**config.mk**
```make
export PLATFORM = sky130hd
export DESIGN_NAME = los_out_select
export DESIGN_NICKNAME = d
export VERILOG_FILES = /design/src/rtl/los_sel_pkg.sv /design/src/rtl/los_sync.sv /design/src/rtl/los_cfg_ctrl.sv /design/src/rtl/los_drive.sv /design/src/rtl/los_out_select.sv
export SDC_FILE = /design/constraint.sdc
export NUM_CORES = 1
export LEC_CHECK = 0
export ABC_CLOCK_PERIOD_IN_PS = 1450
export BUFFER_PORTS_ARGS = -buffer_cell sky130_fd_sc_hd__buf_4
export CORE_AREA = 3 3 40 42
export CTS_CLUSTER_DIAMETER = 40
export DETAILED_ROUTE_END_ITERATION = 10
export DIE_AREA = 0 0 43 45
export GPL_TIMING_DRIVEN = 0
export HOLD_SLACK_MARGIN = 0.12
export PLACE_DENSITY = 0.47
export SLEW_MARGIN = 20
export SYNTH_ARGS = -nofsm -noshare
export SYNTH_HDL_FRONTEND = slang
export SYNTH_SLANG_ARGS = --single-unit
```
**constraint.sdc**
```tcl
create_clock -name clk -period 1.45 [get_ports clk]
set_input_delay 0.0725 -clock clk [delete_from_list [all_inputs] [get_ports clk]]
set_output_delay 0.0725 -clock clk [all_outputs]
set_load 0.01 [all_outputs]
```
**src/rtl/los_sel_pkg.sv**
```systemverilog
package los_sel_pkg;

    // Configuration word: bit 1 invert, bit 0 source (1 = pin)
    typedef struct packed {
        logic inv;
        logic src_pin;
    } los_cfg_t;

    localparam int CFG_W = $bits(los_cfg_t);

    localparam los_cfg_t CFG_DEFAULT = '{inv: 1'b0, src_pin: 1'b1};

    // Level driven toward the open-drain stage
    function automatic logic drive_level(input logic status, input logic inv);
        return status ^ inv;
    endfunction

    // Pull-down is enabled when the driven level is low
    function automatic logic pull_enable(input logic level);
        return ~level;
    endfunction

endpackage

```
**src/rtl/los_sync.sv**
```systemverilog
module los_sync #(
    parameter int STAGES = 2
) (
    input  logic clk,
    input  logic rst,
    input  logic d_i,
    output logic q_o
);
    localparam int LAST = STAGES - 1;

    logic [LAST:0] chain;

    always_ff @(posedge clk) begin
        if (rst) begin
            chain <= '0;
        end else begin
            chain[0] <= d_i;
            for (int i = 1; i < STAGES; i++) begin
                chain[i] <= chain[i-1];
            end
        end
    end

    assign q_o = chain[LAST];
endmodule

```
**src/rtl/los_cfg_ctrl.sv**
```systemverilog
module los_cfg_ctrl
    import los_sel_pkg::*;
(
    input  logic     clk,
    input  logic     rst,
    input  logic     supply_ok_i,
    input  logic     wr_i,
    input  los_cfg_t wdata_i,
    output los_cfg_t shadow_o,
    output los_cfg_t active_o
);
    los_cfg_t shadow_q;
    los_cfg_t active_q;
    logic     supply_q;
    logic     supply_rise;
    los_cfg_t load_val;

    assign supply_rise = supply_ok_i & ~supply_q;
    assign load_val    = wr_i ? wdata_i : shadow_q;

    always_ff @(posedge clk) begin
        if (rst) begin
            shadow_q <= CFG_DEFAULT;
            active_q <= CFG_DEFAULT;
            supply_q <= 1'b0;
        end else begin
            supply_q <= supply_ok_i;
            if (wr_i) begin
                shadow_q <= wdata_i;
            end
            if (!supply_ok_i) begin
                active_q <= CFG_DEFAULT;
            end else if (supply_rise) begin
                active_q <= load_val;
            end
        end
    end

    assign shadow_o = shadow_q;
    assign active_o = active_q;
endmodule

```
**src/rtl/los_drive.sv**
```systemverilog
module los_drive
    import los_sel_pkg::*;
(
    input  los_cfg_t cfg_i,
    input  logic     pin_sync_i,
    input  logic     qt_low_i,
    output logic     status_o,
    output logic     pull_low_o
);
    logic level;

    always_comb begin
        status_o   = cfg_i.src_pin ? pin_sync_i : qt_low_i;
        level      = drive_level(status_o, cfg_i.inv);
        pull_low_o = pull_enable(level);
    end
endmodule

```
**src/rtl/los_out_select.sv**
```systemverilog
module los_out_select
    import los_sel_pkg::*;
#(
    parameter int SYNC_STAGES = 2
) (
    input  logic       clk,
    input  logic       rst,
    input  logic       los_pin_i,
    input  logic       qt_low_i,
    input  logic       supply_ok_i,
    input  logic       cfg_wr_i,
    input  logic [1:0] cfg_wdata_i,
    output logic       rx_loss_o,
    output logic       pull_low_o
);
    los_cfg_t wdata;
    los_cfg_t shadow;
    los_cfg_t active;
    logic     pin_sync;

    assign wdata = los_cfg_t'(cfg_wdata_i);

    los_sync #(.STAGES(SYNC_STAGES)) u_sync (
        .clk (clk),
        .rst (rst),
        .d_i (los_pin_i),
        .q_o (pin_sync)
    );

    los_cfg_ctrl u_cfg (
        .clk         (clk),
        .rst         (rst),
        .supply_ok_i (supply_ok_i),
        .wr_i        (cfg_wr_i),
        .wdata_i     (wdata),
        .shadow_o    (shadow),
        .active_o    (active)
    );

    los_drive u_drive (
        .cfg_i      (active),
        .pin_sync_i (pin_sync),
        .qt_low_i   (qt_low_i),
        .status_o   (rx_loss_o),
        .pull_low_o (pull_low_o)
    );
endmodule

```
Word-level counts from Yosys, hierarchy flattened
Cells that the tools add are included.
{"block": "totals", "ff_bits": 7, "in_bits": 8, "out_inout_bits": 2, "word_cells": 14}
{"block": "classes", "mux": 2, "bitwise": 5, "n_reduce_logical": 1}
{"operator": "1-bit NOT", "count": 3}
{"operator": "2-bit 2-to-1 mux", "count": 1}
{"operator": "2-bit OR reduction", "count": 1}
{"operator": "1-bit AND", "count": 1}
{"operator": "1-bit 2-to-1 mux", "count": 1}
{"operator": "1-bit bitwise XOR", "count": 1}

Depth between registers and ports, before layout
Gate-level depths: netlist of run 1.
{"block": "depth", "depth_word": 3, "mapped_depth": 2, "mapped_depth_nobuf": 2}

Hierarchy
A second synthesis of run 1 with hierarchy kept.
{"block": "unflattened", "cells_unflattened": 22, "hier_area_um2": 265.3}
{"mod": "los_cfg_ctrl", "seq_area_each_um2": 100.1, "n_inst": 1, "area_per_inst_um2": 181.4, "cells_each": 16}
{"mod": "los_sync", "seq_area_each_um2": 40.0, "n_inst": 1, "area_per_inst_um2": 52.6, "cells_each": 4}
{"mod": "los_drive", "seq_area_each_um2": 0.0, "n_inst": 1, "area_per_inst_um2": 31.3, "cells_each": 2}

Worst setup path before layout of run 1
No wires, ideal clock.
{"block": "synth_timing", "path_type": "register to output", "start": "register u_cfg.active_q, in the netlist u_cfg.active_o[0]", "end": "output pull_low_o", "setup_slack_ns": 0.451, "n_path_buf": 0, "required_ns": 1.378, "path_stages_with_launch": 3, "arrival_ns": 0.927, "cell_sequence": "dfxtp_1 > mux2_2 > xnor2_1"}
{"block": "synth_via", "elab_chain_cells": 3}
{"element": "start: declaration", "line_no": "los_cfg_ctrl.sv:13", "rtl": "los_cfg_t active_q;"}
{"element": "start signal: assignment", "line_no": "los_cfg_ctrl.sv:34", "rtl": "active_q <= load_val;"}
{"element": "1-bit 2-to-1 mux", "line_no": "los_drive.sv:13", "rtl": "status_o = cfg_i.src_pin ? pin_sync_i : qt_low_i;"}
{"element": "named net rx_loss_o", "line_no": "los_out_select.sv:13", "rtl": "output logic rx_loss_o,"}
{"element": "1-bit bitwise XOR", "line_no": "los_sel_pkg.sv:15", "rtl": "return status ^ inv;"}
{"element": "1-bit NOT", "line_no": "los_sel_pkg.sv:20", "rtl": "return ~level;"}
{"element": "end: declaration", "line_no": "los_out_select.sv:14", "rtl": "output logic pull_low_o"}
The timed path passes the listed nets, and every way through them passes these cells.

Final worst setup path of run 1
{"block": "layout_timing", "start": "input cfg_wdata_i[0]", "end": "register u_cfg.shadow_q, in the netlist u_cfg.shadow_o[0]"}
{"block": "layout_via", "elab_chain_cells": 1}
{"element": "start: declaration", "line_no": "los_out_select.sv:12", "rtl": "input logic [1:0] cfg_wdata_i,"}
{"element": "2-bit 2-to-1 mux"}
{"element": "end signal: assignment", "line_no": "los_cfg_ctrl.sv:29", "rtl": "shadow_q <= wdata_i;"}
{"element": "end: declaration", "line_no": "los_cfg_ctrl.sv:12", "rtl": "los_cfg_t shadow_q;"}
Every way passes these cells.
A chain may end at the register's enable or synchronous reset.

==> results of run 1 <==
[report_power, final]
group | switching, uW | leakage (uW) | internal [uW]
Sequential | 4.00 | 0.0000578 | 202
Combinational | 21.8 | 0.000113 | 42.2
Clock | 72.5 | 0.0000150 | 105
[cells in the mapped netlist, drive strengths merged]
cell type  instances
nor2b              4
nor4bb             1
nand2b             1
a31oi              1
xnor2              1
inv                2
a2111oi            1
nor2               1
mux2i              2
dfxtp              7
mux2               1
[flip-flops by register name, indices dropped and copies added, names as in the netlist]
name,flops
u_cfg.active_o,2
u_cfg.shadow_o,2
u_sync.chain,2
u_cfg.supply_q,1
[kinds of logic (layout without fill, tap and decap cells)]
group,after synthesis,in the layout,synth area share [%]
DFF,7,7,55.2
buffers and inverters,2,21,2.96
muxes,3,3,12.3
xor gates and xnor gates,1,1,3.45
and+or+nand+nor,7,7,17.7
AOI/OAI and AO/OA,2,2,8.37
[area by class of cell]
| class | instances | share of cell area [%] |
|---|---|---|
| well taps | 15 | 4.40 |
| clock buffers | 4 | 6.16 |
| flip-flops and latches | 7 | 32.8 |
| multi-input cells | 13 | 24.9 |
| repair buffers | 15 | 29.9 |
| inverters | 2 | 1.76 |
[what timing repair did]
item / in CTS / in global routing
hold buffers: 7 / 0
resized for setup: 0 / 0
endpoints found under the hold margin: 6 / 0
buffers inserted: 0 / 0
setup endpoints to repair: 0 / 1
[routing by layer]
layer,share of wire [%],global-route usage [%],routed length (um)
met4,4.9,9.04,25
met3,5.3,1.59,27
met1,41,5.37,208
met2,49,10.5,246
met5,0,0,0
[path summary, 6_finish.rpt]
kind                                startpoint                             end  slack (ns)  cells past startpoint
setup reg to reg  u_cfg.shadow_o[1]$_SDFF_PP0_    u_cfg.shadow_o[1]$_SDFF_PP0_        0.21                      3
hold / removal                        cfg_wr_i  u_cfg.active_o[0]$_SDFFE_PP1P_        0.21                      3
hold reg to reg     u_sync.chain[0]$_SDFF_PP0_      u_sync.chain[1]$_SDFF_PP0_        0.44                      1
setup / recovery                cfg_wdata_i[0]    u_cfg.shadow_o[0]$_SDFF_PP1_        0.05                      5
[worst max-delay path: cells and delay by family]
| kind | cells | cell delay (ns) |
|---|---|---|
| mux | 1 | 0.18 |
| buf+inv | 3 | 1.24 |
| simple gates | 1 | 0.05 |
[metrics by stage]
step           cells  total power, uW  setup slack (ns)  hold slack [ns]
6_report          56              448            0.0502            0.211
5_1_grt           56              470            0.0237            0.231
4_1_cts           57              455            0.0474            0.209
3_5_place_dp      46              260             0.396            0.296
3_3_place_gp      46              258             0.428            0.284
2_1_floorplan     22              232             0.451            0.141
==> results summary, run 1 <==
The run finished with clean final reports. After detailed routing, the average wire length per cell comes to approximately 9 um. The clock slew seen by the registers of the worst setup and hold paths came out at around 0.050 ns. The achievable clock frequency is slightly above 0.7 GHz.

The remaining global-route overflow came out at 0. The largest area contributor in the netlist is sky130_fd_sc_hd__dfxtp_1. Along the worst path, the maximum fanout reaches 2. The total routing usage reported by global routing is between 6 and 7%. The kind of end point of the critical path is a flip-flop.

The share of the clock period used by the worst path came out at between 90% and 100%. The number of port buffers came out at 9. The library cell used most frequently in the layout, excluding fill and tap cells, is sky130_fd_sc_hd__buf_4.

The layout has approximately 130 filler cells. The number of global-route vias before repair was about 230. The critical path goes through dlygate4sd3_1 -> buf_4 -> mux2i_1 -> dlygate4sd3_1 -> nand2b_1. The number of nets in the layout came out at 50.

The critical path data arrival time is roughly 1.6 ns. Yosys attributes the largest share of cell area to sky130_fd_sc_hd__dfxtp_1 (55%), sky130_fd_sc_hd__nor2b_1 (9.9%), sky130_fd_sc_hd__mux2i_1 (7.9%). The core occupancy in the finished layout came out at roughly a third. The mean post-synth cell area is between 10 and 15 sq um. Setup violations remaining at the end of the flow were counted as 0.

The library cell appearing most often on the critical path is sky130_fd_sc_hd__dlygate4sd3_1. Yosys printed 0 warnings. The library cells used most frequently in the layout, excluding fill and tap cells, are sky130_fd_sc_hd__buf_4 (9), sky130_fd_sc_hd__dfxtp_1 (7), sky130_fd_sc_hd__dlygate4sd3_1 (6). The final hold violation count came out at 0. The number of max-cap violations came out at 0.

The cell type of the slowest stage on the worst timing path is sky130_fd_sc_hd__dlygate4sd3_1. The critical path required time came out at about 1.6 ns. Summed over its instances, the top area cell type makes up between 50% and 60% of the synthesized netlist area. The horizontal die dimension is between 40 and 50 um. At the pin with the least slew margin, the transition time is 0.232 ns. The average via count per standard cell is around 3.8. The total CTS buffers is 3. The critical path in this run is classified as in2reg. The setup TNS came out at 0 ns.

The global placer's final weighted congestion came out at 0.637. The proportion of layout cells with a drive suffix above 1 is between 30 and 40%. The worst clock skew came out at around 0.0057 ns.

The initial cell density of the core came out at 19.8%. Counting every net in the synthesized netlist gives 30. The detailed router finished its first iteration with 0 violations. The floorplan has 13 rows. After technology mapping, the gate count stands at 22.

STA classifies the critical path startpoint as an input pin. Summing all flip-flop and latch instances after layout gives 140 sq um. The DRC violations left came out at 0. The detailed-router iteration count before antenna repair is 1.

The number of levels the H-tree was split into is 1. 0 antenna diodes ended up in the layout. Across the VDD grid, the largest voltage drop is 0.378 mV. The pin count of the biggest net entering global routing is 8. The total of flip-flops plus latches after synthesis came out at 7. The clock passes through at most 2 buffers. The number of top-level pins is 10. The number of antenna violations at the first check in global routing is 0. For this block, the routed nets add up to about 500 um of wire. The placeable core region came out at 1280 sq um. In this run the worst hold path is classified as in2reg. The die span in y came out at approximately 45 um.

The sequential cell area fraction in the yosys report is 55.2%. The total area of multi-input combinational cells is ~110 sq um. The finished cells cover 427 sq um. The detail route stage leaves a number of antenna-violating nets equal to 0. The clock sink count is 7. The static leakage came out at 0.000185 uW. The cell area after technology mapping is 254 sq um. The worst slew margin relative to its limit is between 80% and 90%. The half-perimeter wire length after placement is roughly 380 um.

The number of different library cells used by synthesis comes to 11. The number of vias in the routed layout came out at about 210. The CTS tree is yes. The placement-stage cell area is 340 sq um. The full die area came out at a little under 2000 sq um. The clock latency on the worst-skew pair is 0.25 ns. The wire length of the first global-routing pass is 841 um. The worst path needs around 1.4 ns of the cycle, external delays included. The buffer type at the clock tree root is sky130_fd_sc_hd__clkbuf_4. The delay of the slowest cell on the worst path came out at 0.58 ns. The max-slew violation count is 0. Setup repair after global routing left no endpoint under its margin. For this design the ratio of total power to cell area is 1050 nW/um^2.

The layout overhead on the synthesized area came out at 68.0%.
Power figures use the tool's default switching activity.
==> inputs of run 2 (changes only) <==
Settings changed: CORE_AREA 3 3 40 42 to 2 2 39 41, DIE_AREA 0 0 43 45 to 0 0 41 43, PLACE_DENSITY 0.47 to 0.48, SYNTH_HIERARCHICAL set to 1.
==> run 2 against run 1 <==
Against the previous run:
- combinational power grew 6.9%
- core utilization shrank 1.1 points
- critical path depth shrank 1
- setup slack gained 0.14 ns
- die area shrank 8.9%
- routed wire length shrank 0.20%
- hold slack lost 0.10 ns
- final cell count grew 1.8%
- sequential power is essentially flat
==> results summary, run 2 <==
For this configuration, the core starts out at a cell density of around a fifth. The worst hold path was traced through 3 stages. The final layout contains 50 nets. The combined flip-flop and latch cell area is around 140 sq um. The final hold violation count came out at 0.

The cell type of the slowest stage on the worst timing path is sky130_fd_sc_hd__dlygate4sd3_1. Once detail routing completed, the nets flagged for antenna violations numbered 0. The share of async-settable or async-resettable flops after synthesis is 0%. The pre-antenna-repair detailed-routing pass consisted of 2 iterations. The fill cell instance count of the final layout came out at between 150 and 200. The total of flip-flops plus latches after synthesis is 7. The achievable clock frequency is around 0.8 GHz. Clock-pin slew was measured on the worst setup and hold paths at approximately 0.05 ns. Data on the critical path is required at its endpoint by between 1.5 and 2 ns. The critical path goes through dlygate4sd3_1 -> buf_4 -> nor2b_1 -> dlygate4sd3_1. The global routing met3 resource utilization is between 5 and 6%. The critical path contains buffers and inverters numbering 3 combined. The max-slew violation count came out at 0.

The number of global-route vias before repair is roughly 200. The worst reg2reg path depth is 3. The post-synthesis cell count came out at 22. The half-perimeter wire length after placement is between 300 and 400 um. The pin count of the biggest net entering global routing is 8. In the synthesized netlist, the cells that appear most often are sky130_fd_sc_hd__dfxtp_1 (7), sky130_fd_sc_hd__nor2b_1 (4), sky130_fd_sc_hd__inv_1 (2), sky130_fd_sc_hd__mux2i_1 (2). The synthesized net count came out at 30. The share of the clock period used by the worst path is slightly below 90%. The count of final setup violators is 0. The sequential cell area fraction in the yosys report came out at 52.8%. The worst setup path is launched from an input pin. The clock sink count is 7. Clock skew on the completed layout was measured at between 0.002 and 0.003 ns. Dividing the detail-routed wire length by the instance count gives 8.88 um. Sorting the synthesized cells by area gives the leading types as sky130_fd_sc_hd__dfxtp_1 (53%), sky130_fd_sc_hd__nor2b_1 (9.4%), sky130_fd_sc_hd__mux2i_1 (7.5%).

From synthesis to final layout, the design area changed by 67.5%. For this run, the slowest stage of the critical path takes 0.54 ns. The setup fix buffers added after clock tree synthesis is 0.

The number of port buffers is 9. The maximum fanout encountered on the critical timing path is 1. The count of flip-flops with a built-in enable after synthesis is 0. The synthesized design devotes to its leading area cell type a little over half of total area. The horizontal die dimension is between 40 and 50 um. The number of design-rule violations left by the first detailed-router iteration is 6.

The sum of routed wire length over all layers came out at between 500 and 600 um. The overall power after layout came out at 442 uW. The cell area after technology mapping came out at roughly 270 sq um.

The die covers between 1500 and 2000 sq um. Each instance of the synthesized netlist takes up on average 12.1 sq um. The core region is between 1000 and 1500 sq um. The number of warnings issued by yosys came out at 6. The dominant register cell in the synthesized netlist is sky130_fd_sc_hd__dfxtp_1. Setup repair after global routing left no endpoint under its margin. TritonCTS built the clock tree.

The shortest period the worst path allows came out at 1.26 ns. At the end of routability-driven placement, the weighted congestion stood at ~0.7. The total routing usage reported by global routing came out at 7.26%. Global routing used about 10% of the available met2 tracks.

The number of antenna cells inserted came out at 0. The library cell appearing most often on the critical path is sky130_fd_sc_hd__dlygate4sd3_1. For this run, design rule violations remaining after detail routing come to 0.

The critical path class is in2reg. For the pin with the worst max-slew slack, the measured transition is between 0.2 and 0.3 ns. The average via count per standard cell came out at roughly 4. The class of the most critical hold timing path is in2reg.

The die span in y came out at 43 um. The unique cell type count in the Yosys netlist is 11. For the final routed database, the setup TNS stands at 0 ns. The critical path depth in cells came out at 4. The number of top-level pins came out at 10.

The proportion of layout cells with a drive suffix above 1 is 41.5%. The library cells used most frequently in the layout, excluding fill and tap cells, are sky130_fd_sc_hd__buf_4 (9), sky130_fd_sc_hd__dlygate4sd3_1 (6), sky130_fd_sc_hd__dfxtp_1 (6). Counting along the longest clock path gives a buffer depth of 2. The analysis attributes to cell leakage a power of between 0.00015 and 0.0002 uW.

In this run, CTS created clock tree buffers numbering 3. The critical path data arrival time came out at approximately 1.4 ns. The number of vias in the routed layout is between 200 and 250. The maximum ir drop on the vdd rail is between 0.3 and 0.4 mV.

In this run the most used layer during global routing was met2. The total power divided by cell area came out at 995 nW/um^2. The met1 track demand over resource in global routing came out at 5.86%. Clock latency on the worst-skew pair, taken at its later pin, is between 0.2 and 0.25 ns.

The worst slew margin relative to its limit is between 80% and 90%. The run finished with clean final reports. In this run the number of H-tree levels came out at 1.

The tool flagged a number of max-cap violations equal to 0. The largest area contributor in the netlist is sky130_fd_sc_hd__dfxtp_1. The library cell used most frequently in the layout, excluding fill and tap cells, is sky130_fd_sc_hd__buf_4. The cell with the most instances after synthesis is sky130_fd_sc_hd__dfxtp_1.

The total overflow left after global routing is 0. The tree is rooted in a sky130_fd_sc_hd__clkbuf_4. Grouping stages by cell kind, the critical path spends the most delay in buffers and inverters. The floorplan row count is 14. STA classifies the critical path endpoint as a flip-flop. The number of antenna violations at the first check in global routing came out at 0. In the final layout, the multi-input gates occupy between 100 and 150 sq um. The wire length of the first global-routing pass is between 700 and 800 um.
run 2: cell count changes after synthesis:
cell,previous run,this run
sky130_fd_sc_hd__mux2_2,1,0
sky130_fd_sc_hd__mux2_4,0,1
sky130_fd_sc_hd__xnor2_1,1,0
sky130_fd_sc_hd__xnor2_2,0,1
run 2: worst reg2reg max path, delay by kind of cell, from the launching register on:
family,cells,cell delay [ns]
buffers and inverters,1,0.58
flip-flops,1,0.29
AND/OR/NAND/NOR,1,0.04
multiplexers,1,0.19
run 2: cell families (layout without fill, tap and decap cells):
family,after synthesis,after routing,synth area share [%]
muxes,3,3,13.2
AOI/OAI and AO/OA,2,2,8.02
xor gates and xnor gates,1,1,6.13
and+or+nand+nor,7,7,17.0
DFF,7,7,52.8
buffers and inverters,2,21,2.83
run 2: path summary, 6_finish.rpt:
kind	start	to	slack (ns)
min reg2reg	u_sync/chain[0]$_SDFF_PP0_	u_sync/chain[1]$_SDFF_PP0_	0.44
max	los_pin_i	u_sync/chain[0]$_SDFF_PP0_	0.19
min	cfg_wr_i	u_cfg/shadow_o[0]$_SDFF_PP1_	0.11
max reg2reg	u_cfg/shadow_o[1]$_SDFF_PP0_	u_cfg/shadow_o[1]$_SDFF_PP0_	0.25
run 2: metal layers:
| layer | share of wire, % | vias up |
|---|---|---|
| li1 | - | 113 |
| met1 | 43 | 104 |
| met2 | 49 | 7 |
| met3 | 7.7 | 0 |
| met4 | 0 | 0 |
| met5 | 0 | - |
run 2: layout make-up:
type                            instances  share of cell area [%]
Multi-Input combinational cell         13                    27.3
Clock buffer                            4                    5.92
Tap cell                               16                    4.51
Timing Repair Buffer                   15                    28.7
Inverter                                2                    1.69
Sequential cell                         7                    31.8
run 2: report_power, final:
group | leakage, uW | switching [uW] | internal [uW]
clock network | 0.0000150 | 61.8 | 104
registers | 0.0000582 | 4.46 | 203
logic | 0.000118 | 23.3 | 45.2
run 2: timing repair:
action,CTS,global route
resized for setup,0,2
endpoints found under the setup margin,0,2
hold endpoints to repair,6,0
hold buffers,8,0
run 2: per-stage QoR:
stage               area [sq um]  std cells  setup slack (ns)  util (%)  hold WS, ns
finish                       444         57             0.192      32.1        0.111
global route                 444         57             0.142      32.1        0.122
CTS                          459         59            0.0348      33.2        0.203
detailed placement           353         47             0.447      25.5        0.288
global placement             353         47             0.455      25.5        0.283
floorplan                    265         22             0.545         -        0.141
==> inputs of run 3 (changes only) <==
Settings changed: PLACE_DENSITY 0.48 to 0.47, SYNTH_HIERARCHICAL 1 to not set.
==> run 3 against run 2 <==
Against the previous run:
- sequential power is essentially flat
- routed wire length decreased by 8.5%
- first-iteration DRC count shrank 83%
- total power down 0.11%
- sequential share of layout area increased by 0.92 points
- clock power increased by 4%
- sequential cell count did not move
- final area is 3.7% lower
- non-clock buffer count unchanged
- hold slack improved by 0.026 ns
- via count decreased by 4.5%
- critical path type unchanged
- critical endpoint is now u_cfg.shadow_o[0]$_SDFF_PP1_
- largest power group unchanged
- highest routed layer is now met4
==> results summary, run 3 (synthesized netlist as in run 1, its figures left out) <==
The post-layout worst setup margin is roughly 0.044 ns. The net count of the finished layout is 50. The number of levels the H-tree was split into is 1. The critical path required time came out at ~1.6 ns. STA classifies the critical path startpoint as an input pin.

Leaving out fill and tap cells, the most frequent cell in the layout is sky130_fd_sc_hd__buf_4. The count of final setup violators is 0. The number of global-route vias before repair is 230.

The overall power after layout came out at around 440 uW. The DRC violations left is 0. The cell type of the slowest stage on the worst timing path is sky130_fd_sc_hd__dlygate4sd3_1. The die span in y came out at between 40 and 50 um. The highest signal layer in the routed design is met4. The number of top-level pins came out at 10.

The worst register-to-register path ends at u_cfg.shadow_o[0]$_SDFF_PP1_. The floorplan row count came out at 14. Entering global routing, the biggest net connects 8 pins. By instance count, the cell type seen most on the critical path is sky130_fd_sc_hd__dlygate4sd3_1. Wire segments on met3 add up to 26 um in the final route. The total area of multi-input combinational cells came out at approximately 110 sq um. The total CTS buffers is 3.

At the pin with the least slew margin, the transition time is 0.286 ns. The global placer's final weighted congestion is about 0.67. The number of vias in the routed layout is between 200 and 250. The shortest period the worst path allows is 1.41 ns.

The worst hold path terminates at u_cfg.shadow_o[1]$_SDFF_PP0_. The number of design-rule violations left by the first detailed-router iteration is 1. The max-slew violation count is 0.

The library cells used most frequently in the layout, excluding fill and tap cells, are sky130_fd_sc_hd__buf_4 (9), sky130_fd_sc_hd__dfxtp_1 (7), sky130_fd_sc_hd__dlygate4sd3_1 (6). STA classifies the critical path endpoint as a flip-flop. Dividing total power by cell area gives a power density of roughly 1000 nW/um^2.

The half-perimeter wire length after placement came out at 361 um. The number of max-cap violations came out at 0. The full die area came out at approximately 1800 sq um. The fill cell instance count of the final layout came out at around 150. The number of port buffers came out at 9. The remaining global-route overflow came out at 0. The number of instances on the worst hold path is 3.

The critical path goes through dlygate4sd3_1 -> buf_4 -> mux2i_1 -> dlygate4sd3_1 -> nand2b_1. The clock latency on the worst-skew pair came out at between 0.2 and 0.3 ns. The average wire length per cell after detail routing is between 8 and 9 um. The horizontal die dimension is roughly 40 um. The setup path with the least slack is of type in2reg.

The run finished with clean final reports. Summed over all cells, the static leakage comes to 0.000188 uW. Using the TritonRoute via totals, the vias-per-cell ratio works out to approximately 3.8. The final hold violation count is 0. The setup TNS is 0 ns. The clock sink count is 7. The maximum ir drop on the vdd rail is just under 0.3 mV. The number of nets with antenna violations after routing is 0. Relative to the synthesized area, the layout overhead comes to 68.5%. The setup check on the worst reg-to-reg path leaves a slack of between 0.2 and 0.3 ns.

The clock tree buffer depth is 2. Once the clock tree was built, the resizer swapped 0 gates to a different size. The achievable clock frequency is a little over 0.7 GHz. The proportion of layout cells with a drive suffix above 1 came out at between 30% and 40%. The placeable core region is around 1400 sq um. The worst register-to-register path begins at u_cfg.shadow_o[0]$_SDFF_PP1_. The class of the most critical hold timing path is in2reg. Setup repair after global routing left no endpoint under its margin. The critical path data arrival time came out at ~1.5 ns. The met1 layer wirelength in the final routing is about 180 um. Of all nets on the critical path, the largest fanout is 2. On the worst path, the slowest cell contributes a delay of 0.58 ns. The initial cell density of the core is 18.4%. The worst reg2reg path depth is 3. TritonCTS built the clock tree.

The detailed-router iteration count before antenna repair is 2. The number of antenna violations at the first check in global routing is 0. After clock tree synthesis, the clock-pin slew on the worst setup and hold paths is ~0.05 ns.

The startpoint identified for the worst hold timing path is cfg_wdata_i[1]. Prior to clock tree synthesis, the placed netlist has a worst setup slack of 0.429 ns. The worst pin sits at a relative slew slack of roughly 80%. Registers take 140 sq um. The share of the clock period used by the worst path is a little over nine tenths. The root buffer cell chosen for the clock tree is sky130_fd_sc_hd__clkbuf_4. For this run, the share of the core covered by cells in the final layout is between 30 and 40%. The sum of routed wire length over all layers came out at about 460 um. Detailed routing placed a total of approximately 240 um of wire on met2. The worst clock skew is 0.00244 ns.

For this run, the total global-route usage over all layers was measured as a little under 9%. The wire length of the first global-routing pass came out at 903 um. The number of antenna cells inserted came out at 0.
==> run 3: stage by stage <==
step                      area (sq um)  instances  hold WS [ns]
after detailed placement           342         47         0.293
after floorplan                    254         22         0.141
final                              428         57         0.136
after global routing               428         57         0.157
after CTS                          438         58         0.126
after global placement             342         47         0.290
==> run 3: what timing repair did <==
action,4_1_cts,5_1_grt
buffers inserted,0,0
setup endpoints to repair,0,1
hold buffers,7,0
endpoints found under the hold margin,6,0
==> run 3: per-layer routing <==
metal / GRT usage (%) / vias up
met5: 0 / -
met4: 14.0 / 0
met3: 3.14 / 2
met2: 11.9 / 7
met1: 7.47 / 91
li1: - / 114
==> run 3: how the worst max path moves through the flow <==
stage | startpoint | to | slack, ns | depth (start not counted)
2_1_floorplan | u_cfg.active_o[0]$_SDFFE_PP1P_ | pull_low_o | 0.45 | 2
3_3_place_gp | u_cfg.active_o[0]$_SDFFE_PP1P_ | pull_low_o | 0.44 | 3
3_5_place_dp | u_cfg.active_o[0]$_SDFFE_PP1P_ | pull_low_o | 0.43 | 3
4_1_cts | cfg_wdata_i[0] | u_cfg.shadow_o[0]$_SDFF_PP1_ | 0.04 | 5
5_1_grt | cfg_wdata_i[0] | u_cfg.shadow_o[0]$_SDFF_PP1_ | 0.03 | 5
6_report | cfg_wdata_i[0] | u_cfg.shadow_o[0]$_SDFF_PP1_ | 0.04 | 5
==> run 3: final cells by class <==
type | count | share of cell area, %
repair buffers | 15 | 29.8
inverters | 2 | 1.75
well taps | 16 | 4.68
flip-flops and latches | 7 | 32.7
multi-input cells | 13 | 24.9
clock buffers | 4 | 6.14
==> run 3: worst max-delay path, delay by kind of cell <==
family,cells,cell delay (ns)
buffers and inverters,3,1.24
multiplexers,1,0.18
AND/OR/NAND/NOR,1,0.05
==> run 3: where the power goes <==
part	switching [uW]	total, uW	internal, uW	leakage [uW]
combinational	22.0	63.3	41.3	0.000115
clock	68.0	173	105	0.0000150
sequential	3.17	206	202	0.0000578
total	93.2	442	348	0.000188
